$ cat src/rtl/stall_pkg.sv
package stall_pkg;
    typedef enum logic [0:0] {
        ST_RUN  = 1'b0,
        ST_PEND = 1'b1
    } stage_st_e;
endpackage

$ cat src/rtl/stall_stage.sv
module stall_stage
    import stall_pkg::*;
(
    input  logic clk,
    input  logic rst_n,
    input  logic err_i,
    input  logic cg_in_i,
    input  logic mcg_in_i,
    output logic main_en_o,
    output logic shadow_en_o,
    output logic restore_o,
    output logic cg_snd_o,
    output logic mcg_snd_o
);
    // Window of past sends that absorbs echoes and crossing waves
    localparam int ECHO_WIN = 2;

    stage_st_e st_q, st_d;
    logic cg_snd_d, mcg_snd_d, rs_d;
    logic [ECHO_WIN-1:0] cg_hist_q, mcg_hist_q;
    logic cg_recent, mcg_recent, cg_hit, mcg_hit;

    assign cg_recent  = cg_snd_o  | (|cg_hist_q);
    assign mcg_recent = mcg_snd_o | (|mcg_hist_q);
    assign cg_hit     = cg_in_i  & ~mcg_recent;
    assign mcg_hit    = mcg_in_i & ~cg_recent;

    // State register
    always_ff @(posedge clk) begin
        if (!rst_n) begin
            st_q       <= ST_RUN;
            cg_snd_o   <= 1'b0;
            mcg_snd_o  <= 1'b0;
            restore_o  <= 1'b0;
            cg_hist_q  <= '0;
            mcg_hist_q <= '0;
        end else begin
            st_q       <= st_d;
            cg_snd_o   <= cg_snd_d;
            mcg_snd_o  <= mcg_snd_d;
            restore_o  <= rs_d;
            cg_hist_q  <= {cg_hist_q[ECHO_WIN-2:0], cg_snd_o};
            mcg_hist_q <= {mcg_hist_q[ECHO_WIN-2:0], mcg_snd_o};
        end
    end

    // Decision and outputs
    always_comb begin
        st_d        = ST_RUN;
        main_en_o   = 1'b1;
        shadow_en_o = 1'b1;
        cg_snd_d    = 1'b0;
        mcg_snd_d   = 1'b0;
        rs_d        = 1'b0;
        unique case (st_q)
            ST_PEND: begin
                main_en_o   = 1'b0;
                shadow_en_o = 1'b0;
                cg_snd_d    = 1'b1;
                mcg_snd_d   = 1'b1;
                rs_d        = 1'b1;
            end
            ST_RUN: begin
                if (err_i) begin
                    main_en_o   = 1'b0;
                    shadow_en_o = 1'b0;
                    cg_snd_d    = 1'b1;
                    mcg_snd_d   = 1'b1;
                    rs_d        = 1'b1;
                end else if (cg_hit && mcg_hit) begin
                    main_en_o   = 1'b0;
                    shadow_en_o = 1'b0;
                end else if (cg_hit) begin
                    main_en_o   = 1'b0;
                    shadow_en_o = 1'b0;
                    cg_snd_d    = 1'b1;
                    mcg_snd_d   = 1'b1;
                end else if (mcg_hit) begin
                    main_en_o = 1'b0;
                    st_d      = ST_PEND;
                end
            end
            default: st_d = ST_RUN;
        endcase
    end
endmodule

$ cat src/rtl/stall_link.sv
module stall_link #(
    parameter int NS = 5,
    parameter int IDX = 0,
    parameter logic [NS*NS-1:0] PRED_MASK = '0
) (
    input  logic [NS-1:0] cg_snd_i,
    input  logic [NS-1:0] mcg_snd_i,
    output logic          cg_in_o,
    output logic          mcg_in_o
);
    logic [NS-1:0] pred_row, succ_row;

    for (genvar k = 0; k < NS; k++) begin : g_row
        assign pred_row[k] = PRED_MASK[IDX*NS + k];
        assign succ_row[k] = PRED_MASK[k*NS + IDX];
    end

    assign cg_in_o  = |(cg_snd_i & pred_row);
    assign mcg_in_o = |(mcg_snd_i & succ_row);
endmodule

$ cat src/rtl/stall_net.sv
module stall_net #(
    parameter int NS = 5,
    parameter logic [NS*NS-1:0] PRED_MASK = 25'h0820820
) (
    input  logic          clk,
    input  logic          rst_n,
    input  logic [NS-1:0] err_i,
    output logic [NS-1:0] main_en_o,
    output logic [NS-1:0] shadow_en_o,
    output logic [NS-1:0] restore_o
);
    logic [NS-1:0] cg_snd, mcg_snd, cg_in, mcg_in;

    for (genvar i = 0; i < NS; i++) begin : g_stage
        stall_link #(.NS(NS), .IDX(i), .PRED_MASK(PRED_MASK)) u_link (
            .cg_snd_i (cg_snd),
            .mcg_snd_i(mcg_snd),
            .cg_in_o  (cg_in[i]),
            .mcg_in_o (mcg_in[i])
        );
        stall_stage u_stage (
            .clk        (clk),
            .rst_n      (rst_n),
            .err_i      (err_i[i]),
            .cg_in_i    (cg_in[i]),
            .mcg_in_i   (mcg_in[i]),
            .main_en_o  (main_en_o[i]),
            .shadow_en_o(shadow_en_o[i]),
            .restore_o  (restore_o[i]),
            .cg_snd_o   (cg_snd[i]),
            .mcg_snd_o  (mcg_snd[i])
        );
    end
endmodule

$ cat config.mk
export PLATFORM = sky130hd
export DESIGN_NAME = stall_net
export DESIGN_NICKNAME = d
export VERILOG_FILES = /design/src/rtl/stall_pkg.sv /design/src/rtl/stall_stage.sv /design/src/rtl/stall_link.sv /design/src/rtl/stall_net.sv
export SDC_FILE = /design/constraint.sdc
export NUM_CORES = 1
export LEC_CHECK = 0
export BUFFER_PORTS_ARGS = -buffer_cell sky130_fd_sc_hd__buf_2
export CAP_MARGIN = 25
export CORE_MARGIN = 1
export CORE_UTILIZATION = 53
export CTS_CLUSTER_DIAMETER = 60
export CTS_CLUSTER_SIZE = 30
export DETAILED_ROUTE_END_ITERATION = 6
export GPL_TIMING_DRIVEN = 0
export HOLD_SLACK_MARGIN = 0.12
export MAX_ROUTING_LAYER = met4
export PLACE_DENSITY = 0.77
export SYNTH_ARGS = -nofsm -noshare
export SYNTH_HDL_FRONTEND = slang
export SYNTH_HIERARCHICAL = 1
export SYNTH_SLANG_ARGS = --single-unit
export TNS_END_PERCENT = 100
$ cat constraint.sdc
create_clock -name clk -period 1.6 [get_ports clk]
set_clock_uncertainty 0.05 [all_clocks]
set_input_delay 0.24 -clock clk [delete_from_list [all_inputs] [get_ports clk]]
set_output_delay 0.24 -clock clk [all_outputs]
set_load 0.005 [all_outputs]
==> impl_metrics.csv, run 1 <==
group,metric,value,unit
die,rows,16,
cells_and_area,final_nets,132,
sta,setup_violations,4,
grt,grt_pass1_wl,2820,um
setup_path,critPathArrivalTime,1.38,ns
clock_network,clkTransAtPathRegs,0.12,ns
synthesis,syn_inst,96,
status,status,"finished, violations left",
routing,drcViolationCount,0,
routing,ant_nets,0,
setup_path,endpoint_kind,"primary output",
cells_and_area,utilization,0.718,
routing,wirelength,1940,um
grt,track_usage,0.177,
grt,antenna_found_initial,0,
routing,avgViaCountPerCell,5.17,
setup_path,worstPathCellList,"buf_6, nor4b_4, nor4_1, buf_2",
cells_and_area,antennaDiodeCount,0,
setup_path,crit_path_start_kind,"flop",
pwr,powerDensity,851,nW/um2
setup_path,required,1.31,ns
setup_path,crit_fanout,4,
cells_and_area,multi_input_area,568,um2
clock_network,clk_latency,0.30,ns
clock_network,root_buffer,"clkbuf_4",
sta,holdWs,0.201,ns
setup_path,max_stage_delay,0.38,ns
placed_design,dp_hpwl,1240,um
cells_and_area,seq_area,519,um2
status,violations,"negative setup slack",
clock_network,numCtsBuffers,3,
placed_design,dp_cells,144,
clock_network,cts_sinks,25,
synthesis,syn_area_per_cell,11.8,um2
grt,grt_max_degree,26,
die,core-area,1980,um2
cells_and_area,syn_to_final_growth,25.6,%
pwr,peakVddDrop,575,uV
synthesis,syn_nets,103,
synthesis,netlist_area,1130,um2
die,die_area,2330,um2
cells_and_area,stdcell_count,151,
synthesis,yosysWarnings,6,
sta,rsz0062_at_grt,"yes",
setup_path,criticalPathCategory,"reg2out",
clock_network,ctsLongestPathBuffers,2,
clock_network,tritoncts,"built",
routing,first_pass_iters,4,
routing,vias,781,
placed_design,place_congestion,0.748,
sta,clock.fmax,599,MHz
pwr,power.leakage,0.620,nW
sta,period_minus_slack,1.67,ns
placed_design,io_buffer_count,21,
worst_hold_path,min_path_type,"in2reg",
clock_network,htreeDepth,1,
run,cap_violations,0,
die,start_util,0.571,
die,die_w,48.2,um
sta,tns,-0.153,ns
routing,drtIter0Drc,4,
setup_path,r2r_setup_slack,0.35,ns
grt,grt_pass1_vias,732,
routing,avgRoutedWirePerCell,12.8,um
setup_path,critPathSlowestCell,"dfxtp_4",
cells_and_area,drive_gt1_frac,0.540,
grt,grt_overflow_total,0,
sta,fin_ws,-0.0707,ns
die,die_h,48.2,um
sta,finalCritPeriodShare,1.04,
cells_and_area,n_fill_cell,148,
sta,maxSlewViolCount,0,
sta,hold_viol,0,
die,io_pins,22,
-- final timing paths --
| path | start | endpoint | cells past startpoint |
|---|---|---|---|
| max | g_stage[0].u_stage/mcg_snd_o | main_en_o[1] | 4 |
| min | err_i[3] | g_stage[3].u_stage/restore_o | 3 |
| max reg2reg | g_stage[3].u_stage/mcg_snd_o | g_stage[3].u_stage/st_q | 4 |
| min reg2reg | g_stage[0].u_stage/mcg_snd_o | g_stage[0].u_stage/cg_hist_q[0] | 1 |
-- area by class of cell --
| class | count | share of cell area |
|---|---|---|
| Sequential cell | 25 | 0.365 |
| Clock buffer | 4 | 0.0185 |
| Buffer | 11 | 0.0739 |
| Multi-Input combinational cell | 57 | 0.399 |
| Timing Repair Buffer | 27 | 0.120 |
| Tap cell | 27 | 0.0237 |
-- cells in the final DEF (no fill, tap or decap) --
master,n
buf_4,8
nor2_1,5
and4b_1,5
clkbuf_1,1
buf_2,21
conb_1,2
buf_12,1
o311a_2,5
nor4_2,1
clkbuf_4,3
nor3_1,5
nor4_1,4
nor4b_4,9
and2_1,5
nor4b_2,1
and2_2,5
or3b_1,5
dfxtp_4,5
buf_6,8
dfxtp_1,20
nor2b_1,5
-- critical path, delay by kind of cell (launching register included) --
kind	cells	cell delay (ns)
flops	1	0.38
simple gates	2	0.42
buf+inv	2	0.28
-- timing repair --
action,4_1_cts,5_1_grt
buffers inserted,6,0
hold buffers,0,0
pin swaps,4,0
endpoints found under the setup margin,9,9
gates resized for setup,19,4
-- sequential cells by signal, summed over array words and instances (netlist names) --
signal	cells
g_stage.u_stage/mcg_snd_o	5
g_stage.u_stage/restore_o	5
g_stage.u_stage/st_q	5
g_stage.u_stage/cg_hist_q	10
-- power by group --
group	total, mW	leakage [nW]	internal (mW)	switching, mW
Combinational	0.254	0.397	0.164	0.0900
Sequential	0.698	0.209	0.656	0.0421
Clock	0.259	0.0150	0.0969	0.162
Total	1.21	0.620	0.917	0.294
-- metrics by stage --
step | cell area (um2) | total power, mW | setup slack, ns
finish | 1420 | 1.21 | -0.0707
global route | 1420 | 1.29 | -0.161
CTS | 1400 | 1.21 | -0.0977
detailed placement | 1270 | 0.915 | 0.197
global placement | 1270 | 0.907 | 0.215
floorplan | 1130 | 0.847 | 0.346
-- routing by layer --
metal / global-route usage / vias up / wire [um] / part of all wire
li1: - / 398 / - / -
met5: - / - / 0 / 0
met3: 0.0222 / 2 / 48 / 0.025
met1: 0.187 / 366 / 828 / 0.43
met2: 0.331 / 15 / 1050 / 0.54
met4: 0.0667 / 0 / 12 / 0.0062
(Power assumes the default switching activity.)
==> run 2, diff against run 1 <==
--- a/config.mk
+++ b/config.mk
@@ -8,16 +8,14 @@
 export BUFFER_PORTS_ARGS = -buffer_cell sky130_fd_sc_hd__buf_2
 export CAP_MARGIN = 25
 export CORE_MARGIN = 1
-export CORE_UTILIZATION = 53
+export CORE_UTILIZATION = 50
 export CTS_CLUSTER_DIAMETER = 60
-export CTS_CLUSTER_SIZE = 30
 export DETAILED_ROUTE_END_ITERATION = 6
 export GPL_TIMING_DRIVEN = 0
 export HOLD_SLACK_MARGIN = 0.12
 export MAX_ROUTING_LAYER = met4
-export PLACE_DENSITY = 0.77
+export PLACE_DENSITY = 0.75
 export SYNTH_ARGS = -nofsm -noshare
 export SYNTH_HDL_FRONTEND = slang
-export SYNTH_HIERARCHICAL = 1
 export SYNTH_SLANG_ARGS = --single-unit
 export TNS_END_PERCENT = 100
==> impl_metrics.csv, run 2 <==
group,metric,value,unit
routing,drcViolationCount,2,
routing,wirelength,1630,um
sta,tns,-0.0387,ns
routing,vias,697,
synthesis,netlist_area,905,um2
die,die_area,1980,um2
synthesis,synth_top_cells_by_count,"23 x dfxtp_1, 15 x buf_4, 9 x and2_1, 6 x nor2_1, 5 x inv_1",
routing,avgViaCountPerCell,4.74,
cells_and_area,stdcell_count,147,
clock_network,clkTransAtPathRegs,0.12,ns
pwr,finalPower,1.11,mW
routing,drtIter0Drc,10,
setup_path,critPathArrivalTime,1.33,ns
sta,period_minus_slack,1.62,ns
setup_path,required,1.31,ns
die,die_h,44.5,um
placed_design,place_congestion,0.714,
synthesis,post-synth-top-count-cell,"dfxtp_1",
cells_and_area,n_fill_cell,130,
sta,hold_viol,0,
grt,track_usage,0.197,
cells_and_area,drive_gt1_frac,0.557,
worst_hold_path,min_path_type,"in2reg",
sta,slew_headroom,0.764,
synthesis,yosysSeqAreaShare,0.509,
synthesis,synthTopCellsByArea,"dfxtp_1 51%, buf_4 12%, and2_1 6.2%",
cells_and_area,largest_reg_flops,6,
pwr,clockPowerShare,0.235,
placed_design,dp_hpwl,1070,um
setup_path,criticalPathCategory,"reg2out",
clock_network,root_buffer,"clkbuf_4",
grt,grt_overflow_total,0,
die,io_pins,22,
clock_network,htreeDepth,1,
grt,grt_pass1_vias,632,
cells_and_area,utilization,0.721,
die,core-area,1710,um2
cells_and_area,final_nets,130,
cells_and_area,postLayoutCellArea,1230,um2
synthesis,synth_seq_cells,23,
setup_path,crit_fanout,2,
sta,maxSlewViolCount,0,
cells_and_area,top_regs,"g_stage.u_stage.cg_hist_q (6), g_stage.u_stage.restore_o (5)",
pwr,p_switching,0.276,mW
cells_and_area,most-common-layout-cells,"18 x buf_4, 18 x buf_2, 15 x dfxtp_1, 9 x and2_1",
cells_and_area,antennaDiodeCount,0,
sta,clock.fmax,617,MHz
status,status,"finished, violations left",
sta,max_slew.worst_pin.slew,0.354,ns
die,start_util,0.530,
grt,antenna_found_initial,0,
sta,fin_ws,-0.0200,ns
routing,ant_nets,0,
clock_network,numCtsBuffers,3,
setup_path,endpoint_kind,"primary output",
placed_design,dp_cells,136,
synthesis,syn_area_per_cell,10.1,um2
pwr,netSwitchingFraction,0.249,
cells_and_area,regMostFlops,"g_stage.u_stage.cg_hist_q",
status,violations,"design-rule violations, negative setup slack",
sta,finalCritPeriodShare,1.01,
run,cap_violations,0,
pwr,peakVddDrop,786,uV
die,die_w,44.5,um
synthesis,synth_cell_type_count,22,
pwr,p_seq_frac,0.568,
clock_network,cts_sinks,23,
grt,grt_max_degree,14,
synthesis,syn_inst,90,
pwr,combPwrFrac,0.197,
sta,setup_violations,2,
synthesis,yosysWarnings,0,
die,rows,15,
clock_network,tritoncts,"built",
routing,avgRoutedWirePerCell,11.1,um
synthesis,synth_top_cell_by_area,"dfxtp_1",
synthesis,synth_flop_cell,"dfxtp_1",
synthesis,synth.top_cell.area_share,0.509,
cells_and_area,syn_to_final_growth,36.1,%
sta,rsz0062_at_grt,"yes",
clock_network,ctsLongestPathBuffers,2,
pwr,internal-power,0.831,mW
pwr,power.leakage,0.584,nW
routing,first_pass_iters,6,
setup_path,crit_path_start_kind,"flop",
synthesis,syn_nets,97,
grt,grt_pass1_wl,2700,um
synthesis,async_flop_share,0,
synthesis,synth_edf_count,0,
clock_network,clk_latency,0.31,ns
placed_design,placedInstanceArea,1040,um2
placed_design,io_buffer_count,21,
pwr,powerDensity,899,nW/um2
[run 2: power groups by stage]
| stage | Clock [mW] | Combinational [mW] | Sequential (mW) |
|---|---|---|---|
| global route | 0.296 | 0.241 | 0.633 |
| detailed placement | 0 | 0.166 | 0.639 |
| CTS | 0.272 | 0.200 | 0.626 |
| floorplan | 0 | 0.117 | 0.632 |
| global placement | 0 | 0.162 | 0.637 |
| finish | 0.260 | 0.218 | 0.629 |
[run 2: area by class of cell]
class | count | area [um2] | share of cell area
tap | 25 | 31.3 | 0.0254
multi-input combinational | 46 | 372 | 0.302
inverter | 5 | 18.8 | 0.0152
buffer | 12 | 86.3 | 0.0701
sequential | 23 | 478 | 0.388
clock buffer | 3 | 22.5 | 0.0183
clock inverter | 1 | 5.00 | 0.00407
timing repair buffer | 32 | 218 | 0.177
[run 2: kinds of logic (layout without fill, tap and decap cells)]
logic type      after synthesis  count (layout)  synth area share
compound gates               14              14             0.118
simple gates                 32              32             0.224
buf+inv                      21              53             0.149
flops                        23              23             0.509
[run 2: path summary, 6_finish.rpt]
path | from | endpoint | slack [ns] | cells past startpoint
hold reg to reg | g_stage[0].u_stage.cg_hist_q[0] | g_stage[0].u_stage.cg_hist_q[1] | 0.44 | 1
setup / recovery | g_stage[2].u_stage.cg_snd_o | main_en_o[2] | -0.02 | 3
hold / removal | err_i[0] | g_stage[0].u_stage.restore_o | 0.14 | 3
setup reg to reg | g_stage[2].u_stage.cg_snd_o | g_stage[2].u_stage.cg_snd_o | 0.42 | 3
[run 2: routing by layer]
metal  global-route usage  vias up  wire length, um
met5                    -        -                0
met3               0.0653        2               78
met1                0.232      327              718
met2                0.306       18              818
li1                     -      350                -
met4               0.0848        0               12
[run 2: per-stage QoR]
step,hold slack (ns),setup WS [ns]
4_1_cts,0.140,-0.0309
3_5_place_dp,0.401,0.127
3_3_place_gp,0.393,0.128
5_1_grt,0.163,-0.0629
6_report,0.143,-0.0200
2_1_floorplan,0.314,0.286
[run 2: critical path: stages (launching register included)]
cell	delay, ns
dfxtp_4	0.37
or3_4	0.36
o21a_1	0.19
buf_6	0.11
[run 2: what timing repair did]
item,4_1_cts,5_1_grt
resized for setup,17,13
hold buffers,3,0
endpoints found under the hold margin,4,0
pin swaps,10,4
endpoints found under the setup margin,8,9
setup buffers,6,2
cloned,0,0
==> run 3, diff against run 2 <==
==> constraint.sdc (replaced) <==
create_clock -name clk -period 1.6 [get_ports clk]
set_clock_uncertainty 0.05 [all_clocks]
set_input_delay 0.48 -clock clk [delete_from_list [all_inputs] [get_ports clk]]
set_output_delay 0.48 -clock clk [all_outputs]
set_load 0.005 [all_outputs]
==> impl_metrics.csv, run 3 (synthesis gave the netlist of run 2 again) <==
group,metric,value,unit
routing,wirelength,1640,um
pwr,power.leakage,0.584,nW
sta,clock.fmax,538,MHz
pwr,peakVddDrop,784,uV
clock_network,numCtsBuffers,3,
grt,track_usage,0.197,
die,die_h,44.5,um
routing,first_pass_iters,6,
sta,hold_viol,0,
clock_network,ctsLongestPathBuffers,2,
routing,vias,703,
cells_and_area,syn_to_final_growth,36.9,%
clock_network,clkTransAtPathRegs,0.12,ns
routing,avgViaCountPerCell,4.85,
pwr,finalPower,1.11,mW
placed_design,place_congestion,0.714,
grt,grt_pass1_wl,2700,um
placed_design,dp_cells,136,
pwr,powerDensity,900,nW/um2
setup_path,criticalPathCategory,"reg2out",
routing,drcViolationCount,2,
setup_path,endpoint_kind,"primary output",
sta,slew_headroom,0.764,
grt,grt_pass1_vias,640,
setup_path,crit_path_start_kind,"flop",
cells_and_area,stdcell_count,145,
grt,grt_max_degree,14,
status,status,"finished, violations left",
clock_network,clk_latency,0.31,ns
cells_and_area,most-common-layout-cells,"18 x buf_4, 17 x buf_2, 13 x dfxtp_1, 9 x and2_1",
worst_hold_path,min_path_type,"in2reg",
die,core-area,1710,um2
cells_and_area,mostFrequentLayoutCell,"buf_4",
placed_design,io_buffer_count,21,
run,cap_violations,0,
sta,maxSlewViolCount,0,
die,die_w,44.5,um
die,die_area,1980,um2
cells_and_area,drive_gt1_frac,0.600,
grt,antenna_found_initial,0,
routing,drtIter0Drc,15,
sta,period_minus_slack,1.86,ns
die,io_pins,22,
clock_network,tritoncts,"built",
placed_design,dp_hpwl,1070,um
routing,ant_nets,0,
routing,avgRoutedWirePerCell,11.3,um
clock_network,cts_sinks,23,
cells_and_area,top_regs,"g_stage.u_stage.cg_hist_q (6), g_stage.u_stage.restore_o (5)",
cells_and_area,regMostFlops,"g_stage.u_stage.cg_hist_q",
setup_path,crit_fanout,2,
cells_and_area,final_nets,128,
sta,max_slew.worst_pin.slew,0.354,ns
grt,grt_overflow_total,0,
cells_and_area,antennaDiodeCount,0,
die,start_util,0.530,
clock_network,root_buffer,"clkbuf_4",
cells_and_area,largest_reg_flops,6,
placed_design,dp_worst_setup_slack,-0.135,ns
setup_path,required,1.07,ns
status,violations,"design-rule violations, negative setup slack",
sta,finalCritPeriodShare,1.16,
clock_network,hold_buffers,0,
clock_network,htreeDepth,1,
sta,rsz0062_at_grt,"yes",
setup_path,critPathArrivalTime,1.33,ns
die,rows,15,
sta,fin_ws,-0.260,ns
sta,setup_violations,8,
==> run 3: final timing paths <==
path / to / cells after the start / start / slack (ns)
worst max-delay path: main_en_o[2] / 3 / g_stage[2].u_stage.cg_snd_o / -0.26
worst min-delay path: g_stage[4].u_stage.restore_o / 2 / err_i[4] / 0.36
worst max register to register: g_stage[2].u_stage.cg_snd_o / 3 / g_stage[2].u_stage.cg_snd_o / 0.42
worst min register to register: g_stage[1].u_stage.restore_o / 1 / g_stage[1].u_stage.st_q / 0.44
==> run 3: where the power goes <==
group          internal, mW  total [mW]  switching, mW
clock network        0.0934       0.259          0.166
registers             0.603       0.632         0.0291
logic                 0.139       0.224         0.0845
==> run 3: through the flow <==
step | setup TNS (ns) | util | area (um2) | hold WS [ns]
6_report | -1.55 | 0.725 | 1240 | 0.359
3_5_place_dp | -0.879 | 0.610 | 1040 | 0.401
3_3_place_gp | -0.772 | 0.610 | 1040 | 0.393
2_1_floorplan | 0 | - | 905 | 0.386
4_1_cts | -1.79 | 0.697 | 1190 | 0.343
5_1_grt | -2.11 | 0.725 | 1240 | 0.345
==> run 3: worst max-delay path, cell delays in order (launching register included) <==
cell and delay, ns:
dfxtp_4 0.37, or3_4 0.36, o21a_1 0.19, buf_6 0.11
==> run 3: what timing repair did <==
item	in CTS	in global routing
gates cloned	0	0
resized for setup	24	15
setup endpoints to repair	10	10
setup buffers	9	1
pin swaps	10	3
==> run 3: per-layer routing <==
layer	global-route usage	vias to the layer above	wire [um]	share of wire
met2	0.315	18	867	0.53
li1	-	352	-	-
met4	0.0727	0	12	0.0073
met3	0.0612	2	79	0.048
met5	-	-	0	0
met1	0.233	331	679	0.41
==> run 3: area by class of cell <==
type	count	area (um2)
clock buffer	3	22.5
clock inverter	1	5.00
buffer	11	78.8
multi-input combinational	46	387
sequential	23	483
inverter	5	18.8
fill	122	469
tap	25	31.3
timing repair buffer	31	213
